**config.mk**
```make
export PLATFORM = sky130hd
export DESIGN_NAME = bert_rx_sync
export DESIGN_NICKNAME = d
export VERILOG_FILES = /design/src/rtl/bert_rx_pkg.sv /design/src/rtl/bert_rx_rise.sv /design/src/rtl/bert_rx_patgen.sv /design/src/rtl/bert_rx_monitor.sv /design/src/rtl/bert_rx_sync.sv
export SDC_FILE = /design/constraint.sdc
export NUM_CORES = 1
export LEC_CHECK = 0
export CAP_MARGIN = 0
export CORE_ASPECT_RATIO = 2
export CORE_MARGIN = 4
export CORE_UTILIZATION = 40
export DETAILED_ROUTE_END_ITERATION = 10
export SLEW_MARGIN = 30
export SYNTH_ARGS = -nofsm -noshare
export SYNTH_HDL_FRONTEND = slang
export SYNTH_SLANG_ARGS = --single-unit
export TNS_END_PERCENT = 50
```
**constraint.sdc**
```tcl
create_clock -name clk -period 2.7 [get_ports clk]
set_clock_uncertainty 0.05 [all_clocks]
set_input_delay 0.54 -clock clk [delete_from_list [all_inputs] [get_ports clk]]
set_output_delay 0.54 -clock clk [all_outputs]
set_load 0.1 [all_outputs]
```
**src/rtl/bert_rx_pkg.sv**
```systemverilog
// Shared types for the BERT receive synchronizer.
// Assumes a history of at most 32 bits.
package bert_rx_pkg;
    localparam int PAT_W = 32;
    localparam int IDX_W = $clog2(PAT_W);

    typedef struct packed {
        logic             prbs;
        logic [IDX_W-1:0] len;
        logic [IDX_W-1:0] tap;
        logic [PAT_W-1:0] seed;
    } pat_cfg_t;
endpackage

```
**src/rtl/bert_rx_rise.sv**
```systemverilog
// Rising-edge detector for N level strobes.
// The output is a one-cycle pulse at the first edge where the input is 1.
// Assumes the strobes are synchronous to clk.
module bert_rx_rise #(
    parameter int N = 2
) (
    input  logic         clk,
    input  logic         rst_n,
    input  logic [N-1:0] lvl,
    output logic [N-1:0] evt
);
    logic [N-1:0] prev_q;

    for (genvar i = 0; i < N; i++) begin : g_lane
        // remember the level from the previous edge
        always_ff @(posedge clk) begin
            if (!rst_n) prev_q[i] <= 1'b0;
            else        prev_q[i] <= lvl[i];
        end
        assign evt[i] = lvl[i] & ~prev_q[i];
    end
endmodule

```
**src/rtl/bert_rx_patgen.sv**
```systemverilog
// Local pattern generator with a shift-register history.
// Bit 0 of the history is the newest bit.
// It predicts the next bit from the history. While hunting it shifts in
// the received bit; while locked it shifts in its own prediction.
// Assumes cfg is stable in the cycle where load_evt is 1.
module bert_rx_patgen
    import bert_rx_pkg::*;
(
    input  logic     clk,
    input  logic     rst_n,
    input  logic     load_evt,
    input  pat_cfg_t cfg,
    input  logic     locked,
    input  logic     rx_bit,
    output logic     pred
);
    logic             prbs_q;
    logic [IDX_W-1:0] len_q;
    logic [IDX_W-1:0] tap_q;
    logic [PAT_W-1:0] hist_q;

    // prediction: pseudorandom adds the tap term, repetitive repeats L+1 back
    always_comb pred = hist_q[len_q] ^ (prbs_q & hist_q[tap_q]);

    // active configuration and history update
    always_ff @(posedge clk) begin
        if (!rst_n) begin
            prbs_q <= 1'b0;
            len_q  <= '0;
            tap_q  <= '0;
            hist_q <= '0;
        end else if (load_evt) begin
            prbs_q <= cfg.prbs;
            len_q  <= cfg.len;
            tap_q  <= cfg.tap;
            hist_q <= cfg.seed;
        end else begin
            hist_q <= {hist_q[PAT_W-2:0], locked ? pred : rx_bit};
        end
    end
endmodule

```
**src/rtl/bert_rx_monitor.sv**
```systemverilog
// Sync state machine and error window.
// It declares lock after LOCK_RUN consecutive matches. While locked it
// emits bit and error increments, and it drops lock on the ERR_LIMIT-th
// mismatch in a WIN_LEN-bit window unless auto_off is set.
// Assumes one bit is received on every clock edge.
module bert_rx_monitor #(
    parameter int WIN_LEN   = 64,
    parameter int ERR_LIMIT = 6,
    parameter int LOCK_RUN  = 32
) (
    input  logic clk,
    input  logic rst_n,
    input  logic restart,
    input  logic auto_off,
    input  logic mismatch,
    output logic in_sync,
    output logic bit_inc,
    output logic err_inc
);
    localparam int WIN_W = $clog2(WIN_LEN);
    localparam int RUN_W = $clog2(LOCK_RUN);
    localparam int ERR_W = $clog2(ERR_LIMIT);
    localparam logic [WIN_W-1:0] WIN_LAST = WIN_W'(WIN_LEN - 1);
    localparam logic [RUN_W-1:0] RUN_LAST = RUN_W'(LOCK_RUN - 1);
    localparam logic [ERR_W-1:0] ERR_LAST = ERR_W'(ERR_LIMIT - 1);

    logic [RUN_W-1:0] run_q;
    logic [WIN_W-1:0] win_q;
    logic [ERR_W-1:0] errs_q;

    // hunt, lock and window bookkeeping with registered increments
    always_ff @(posedge clk) begin
        if (!rst_n) begin
            in_sync <= 1'b0;
            bit_inc <= 1'b0;
            err_inc <= 1'b0;
            run_q   <= '0;
            win_q   <= '0;
            errs_q  <= '0;
        end else begin
            bit_inc <= 1'b0;
            err_inc <= 1'b0;
            if (restart) begin
                in_sync <= 1'b0;
                run_q   <= '0;
            end else if (!in_sync) begin
                if (mismatch) begin
                    run_q <= '0;
                end else if (run_q == RUN_LAST) begin
                    in_sync <= 1'b1;
                    run_q   <= '0;
                    win_q   <= '0;
                    errs_q  <= '0;
                end else begin
                    run_q <= run_q + 1'b1;
                end
            end else begin
                bit_inc <= 1'b1;
                err_inc <= mismatch;
                if (mismatch && !auto_off && errs_q == ERR_LAST) begin
                    in_sync <= 1'b0;
                    run_q   <= '0;
                end else begin
                    win_q <= (win_q == WIN_LAST) ? '0 : win_q + 1'b1;
                    if (win_q == WIN_LAST)
                        errs_q <= '0;
                    else if (mismatch && errs_q != ERR_LAST)
                        errs_q <= errs_q + 1'b1;
                end
            end
        end
    end
endmodule

```
**src/rtl/bert_rx_sync.sv**
```systemverilog
// Top of the BERT receive synchronizer.
// It detects the strobe edges, applies the optional inversion, and
// connects the pattern generator to the sync monitor.
// Assumes the configuration stays stable around the load edge.
module bert_rx_sync
    import bert_rx_pkg::*;
#(
    parameter int WIN_LEN   = 64,
    parameter int ERR_LIMIT = 6,
    parameter int LOCK_RUN  = 32
) (
    input  logic             clk,
    input  logic             rst_n,
    input  logic             rx_data,
    input  logic             load_req,
    input  logic             resync_req,
    input  logic             invert,
    input  logic             auto_off,
    input  logic             cfg_prbs,
    input  logic [IDX_W-1:0] cfg_len,
    input  logic [IDX_W-1:0] cfg_tap,
    input  logic [PAT_W-1:0] cfg_seed,
    output logic             in_sync,
    output logic             bit_inc,
    output logic             err_inc
);
    logic [1:0] evt;
    logic       rx_bit;
    logic       pred;
    logic       mismatch;
    pat_cfg_t   cfg;

    // gather the configuration fields
    always_comb cfg = '{prbs: cfg_prbs, len: cfg_len, tap: cfg_tap, seed: cfg_seed};
    // optional inversion, then comparison with the prediction
    always_comb rx_bit   = rx_data ^ invert;
    always_comb mismatch = rx_bit ^ pred;

    bert_rx_rise #(.N(2)) u_rise (
        .clk   (clk),
        .rst_n (rst_n),
        .lvl   ({resync_req, load_req}),
        .evt   (evt)
    );

    bert_rx_patgen u_gen (
        .clk      (clk),
        .rst_n    (rst_n),
        .load_evt (evt[0]),
        .cfg      (cfg),
        .locked   (in_sync),
        .rx_bit   (rx_bit),
        .pred     (pred)
    );

    bert_rx_monitor #(
        .WIN_LEN   (WIN_LEN),
        .ERR_LIMIT (ERR_LIMIT),
        .LOCK_RUN  (LOCK_RUN)
    ) u_mon (
        .clk      (clk),
        .rst_n    (rst_n),
        .restart  (evt[0] | evt[1]),
        .auto_off (auto_off),
        .mismatch (mismatch),
        .in_sync  (in_sync),
        .bit_inc  (bit_inc),
        .err_inc  (err_inc)
    );
endmodule

```
==> results.md <==
* Via Count at 3024
* Synthesized area at 3440 sq um
* Peak Freq at 379 MHz
* DR pass1 iterations at 4
* RSZ-0062 raised after global routing: true
* Count of state elements after synthesis at 62
* Crit-path cells: mux4_2 > mux4_2 > nor2_2 > a31oi_1 > and3_4 > xnor3_2 > or4b_1 > a21boi_1
* CTS Buf Count at 9
* Critical Path Source Type: flip-flop
* N_diodes at 0
* Status: finished, final reports clean
* CTS sink count at 62
* DP HPWL at 6460 um
* RR Endpoint: u_mon.run_q[1]
* Row count at 47
* CP peak stage delay at 0.50 ns
* Starting DRT DRC Count at 127
* Min Tclk post-route at 2.64 ns
* Largest family of logic cells by synthesized area: simple AND/OR/NAND/NOR gates
* Layout cells sized above 1 at 0.175
* Post-Synth XOR/XNOR Area at 0.0215
* Post-synthesis sequential area ratio at 0.361
* Critical Path Start: u_gen.tap_q[1]
* Part of the power in combinational logic at 0.189
* Final period utilization at 0.977
* Worst hold path class: flip-flop to flip-flop
* Gr ovfl total at 0
* Count of different cell masters after synthesis at 54
* P per Cell Area at 551 nW/um^2
* CP Depth at 8
* Placer Congestion at 0.852
* Count leader, synth: nand2_1
* Syn avg cell area at 8.86 sq um
* CTS Root Cell: clkbuf_16
* Synth cell count leaders: nand2_1 (100), dfxtp_1 (62), a21boi_0 (42)
* EDFF count, synth at 0
* Least-Margin Pin Slew at 0.582 ns
* Setup CP Type: flip-flop to flip-flop
* Nets at 515
* Die Width at 73.5 um
* Clk pwr share at 0.415
* P_sw at 0.619 mW
* Int Pwr at 1.89 mW
* Most common cell on crit path: mux4_2
* Reg2Reg Launch Point: u_gen.tap_q[1]
* Cells after synthesis at 388
* Fillers at 796
* Crit-path max FO at 5
* Final Hold Fails at 0
* Area Growth Syn to Fin at 32.5%
* Top FF cell, synth: dfxtp_1
* R2R setup slack at 0.06 ns
* CTS tree: done
* Vias/cell at 5.38
* Largest net degree at the start of global routing at 69
* Setup crit end kind: flip-flop
* Ys async rst share at 0
* R2R cell count at 8
* Post-Synth Simple-Gate Area at 0.228
* Hold Crit Start: u_gen.hist_q[26]
* Starting Density at 0.411
* Sw Share at 0.247
* Depth of the CTS H-tree at 3
* Complex-gate fraction of the synthesized area at 0.192
* Initial antenna violation count at 0
* Required time of the critical path at 2.91 ns
* CP max-delay cell: mux4_2
* Buffer and inverter count on the worst path at 0
* Delay-heaviest family, CP: multiplexers
* Max VDD drop at 0.000335 V
* Leakage at 1.74 nW
* CTS max path bufs at 2
* Die area at 10200 sq um
* GRT Util Overall at 0.180
* IO Count at 53
* Number of routed nets with antenna violations at 0
* Vias in the first global route at 3006
* Critical Path AT at 2.85 ns
* Clock-pin slew on the worst setup and hold paths at 0.05 ns
* Leading area contributor after synthesis: dfxtp_1
* Post-synthesis mux area share at 0.129
* Core Util, Final at 0.545
* Mapped Nets at 443
* Post-Synth Adder-Cell Area at 0.0182
* Synth warnings at 0
* Sequential Area at 1240 sq um
* Setup-failing EPs final at 0
* CORE AREA at 8350 sq um
* Average wire per standard cell at 15.8 um
* Relative slew slack at 0.612
* Top cell type's share of synthesized area at 0.361
* MaxCap Viol Count at 0
* Drt total wl at 8900 um
* Die H at 139 um
* Area of the multi-input gates at 2100 sq um
* # DRC at 0
* Pins over their slew limit at 0
* Flop pwr share at 0.396
* CTS Hold Buffers Added at 0
* Ranking of synthesized cells by area: dfxtp_1 (36%), nand2_1 (11%), a21boi_0 (9.2%)
* Buffers on Ports at 52
* First-pass GRT wire length at 14300 um
* Setup crit end: u_mon.run_q[1]
* Clock latency at the later pin of the worst-skew pair at 0.33 ns
* Power after layout at 2.51 mW
==> power groups by stage <==
stage,registers [mW],clock network [mW],logic [mW]
after floorplan,0.996,0,0.245
after global placement,1.01,0,0.387
after detailed placement,1.01,0,0.393
after CTS,0.992,1.06,0.394
after global routing,0.997,1.12,0.513
final,0.992,1.04,0.475
==> worst reg2reg max path, cell delays in order, from the launching register on <==
cell	delay (ns)
dfxtp_4	0.38
mux4_2	0.50
mux4_2	0.49
nor2_2	0.09
a31oi_1	0.04
and3_4	0.18
xnor3_2	0.25
or4b_1	0.47
a21boi_1	0.12
==> worst min path at each step <==
stage	slack [ns]	depth (start not counted)	endpoint
after global placement	0.41	1	u_mon.run_q[4]
after CTS	0.43	2	u_gen.hist_q[15]
after detailed placement	0.42	2	u_gen.hist_q[27]
after floorplan	0.39	1	u_mon.run_q[4]
after global routing	0.45	2	u_gen.hist_q[27]
final	0.43	2	u_gen.hist_q[27]
==> what timing repair did <==
action / in CTS / in global routing
setup buffers: 0 / 12
hold endpoints to repair: 0 / 0
endpoints found under the setup margin: 5 / 14
cloned: 0 / 1
pin swaps: 0 / 7
gates resized for setup: 1 / 14
==> kinds of logic (layout without fill, tap and decap cells) <==
family                     count (synthesis)  count (layout)
and+or+nand+nor                          165             165
AOI/OAI and AO/OA                         87              87
DFF                                       62              62
buffers and inverters                     34             109
muxes                                     30              30
adders and majority gates                  5               5
xor gates and xnor gates                   5               6
==> cell usage in the layout (no fill, tap or decap), types with 6 or more instances in the layout <==
cell	instances
a21boi_0	42
a21oi_1	6
and2_1	6
buf_4	39
clkbuf_16	9
clkdlybuf4s50_1	48
dfxtp_1	61
mux2i_1	20
nand2_1	100
nand3_1	14
nor2_1	6
==> metrics by stage <==
| step | setup TNS (ns) | setup slack [ns] | cell area, sq um | instances | hold WS [ns] |
|---|---|---|---|---|---|
| after floorplan | -0.0252 | -0.0252 | 3430 | 388 | 0.386 |
| after global placement | 0 | 0.0195 | 4110 | 534 | 0.407 |
| after detailed placement | -0.00401 | -0.00305 | 4110 | 534 | 0.425 |
| after CTS | 0 | 0.0266 | 4380 | 549 | 0.434 |
| after global routing | -0.246 | -0.0707 | 4550 | 562 | 0.453 |
| final | 0 | 0.0622 | 4550 | 562 | 0.431 |
==> routing by layer <==
layer,share of wire,GRT usage,vias to the layer above,routed length [um]
met5,0,0,-,0
met4,0.027,0.0802,0,243
met3,0.035,0.0399,18,312
met2,0.58,0.327,61,5140
met1,0.36,0.187,1417,3200
li1,-,-,1528,-
==> registers in the layout, summed over array words and instances (netlist names) <==
signal,cells
u_gen.hist_q,32
u_gen.len_q,5
u_gen.prbs_q,1
u_gen.tap_q,5
u_mon.bit_inc,1
u_mon.err_inc,1
u_mon.errs_q,3
u_mon.in_sync,1
u_mon.run_q,5
u_mon.win_q,6
u_rise.prev_q,2
==> layout make-up <==
class	count	share of cell area
Sequential cell	62	0.274
Multi-Input combinational cell	293	0.461
Tap cell	98	0.0269
Timing Repair Buffer	89	0.175
Clock buffer	14	0.0580
Inverter	5	0.00412
Clock inverter	1	0.00110
Note: power is estimated with default switching activity, not from simulation.
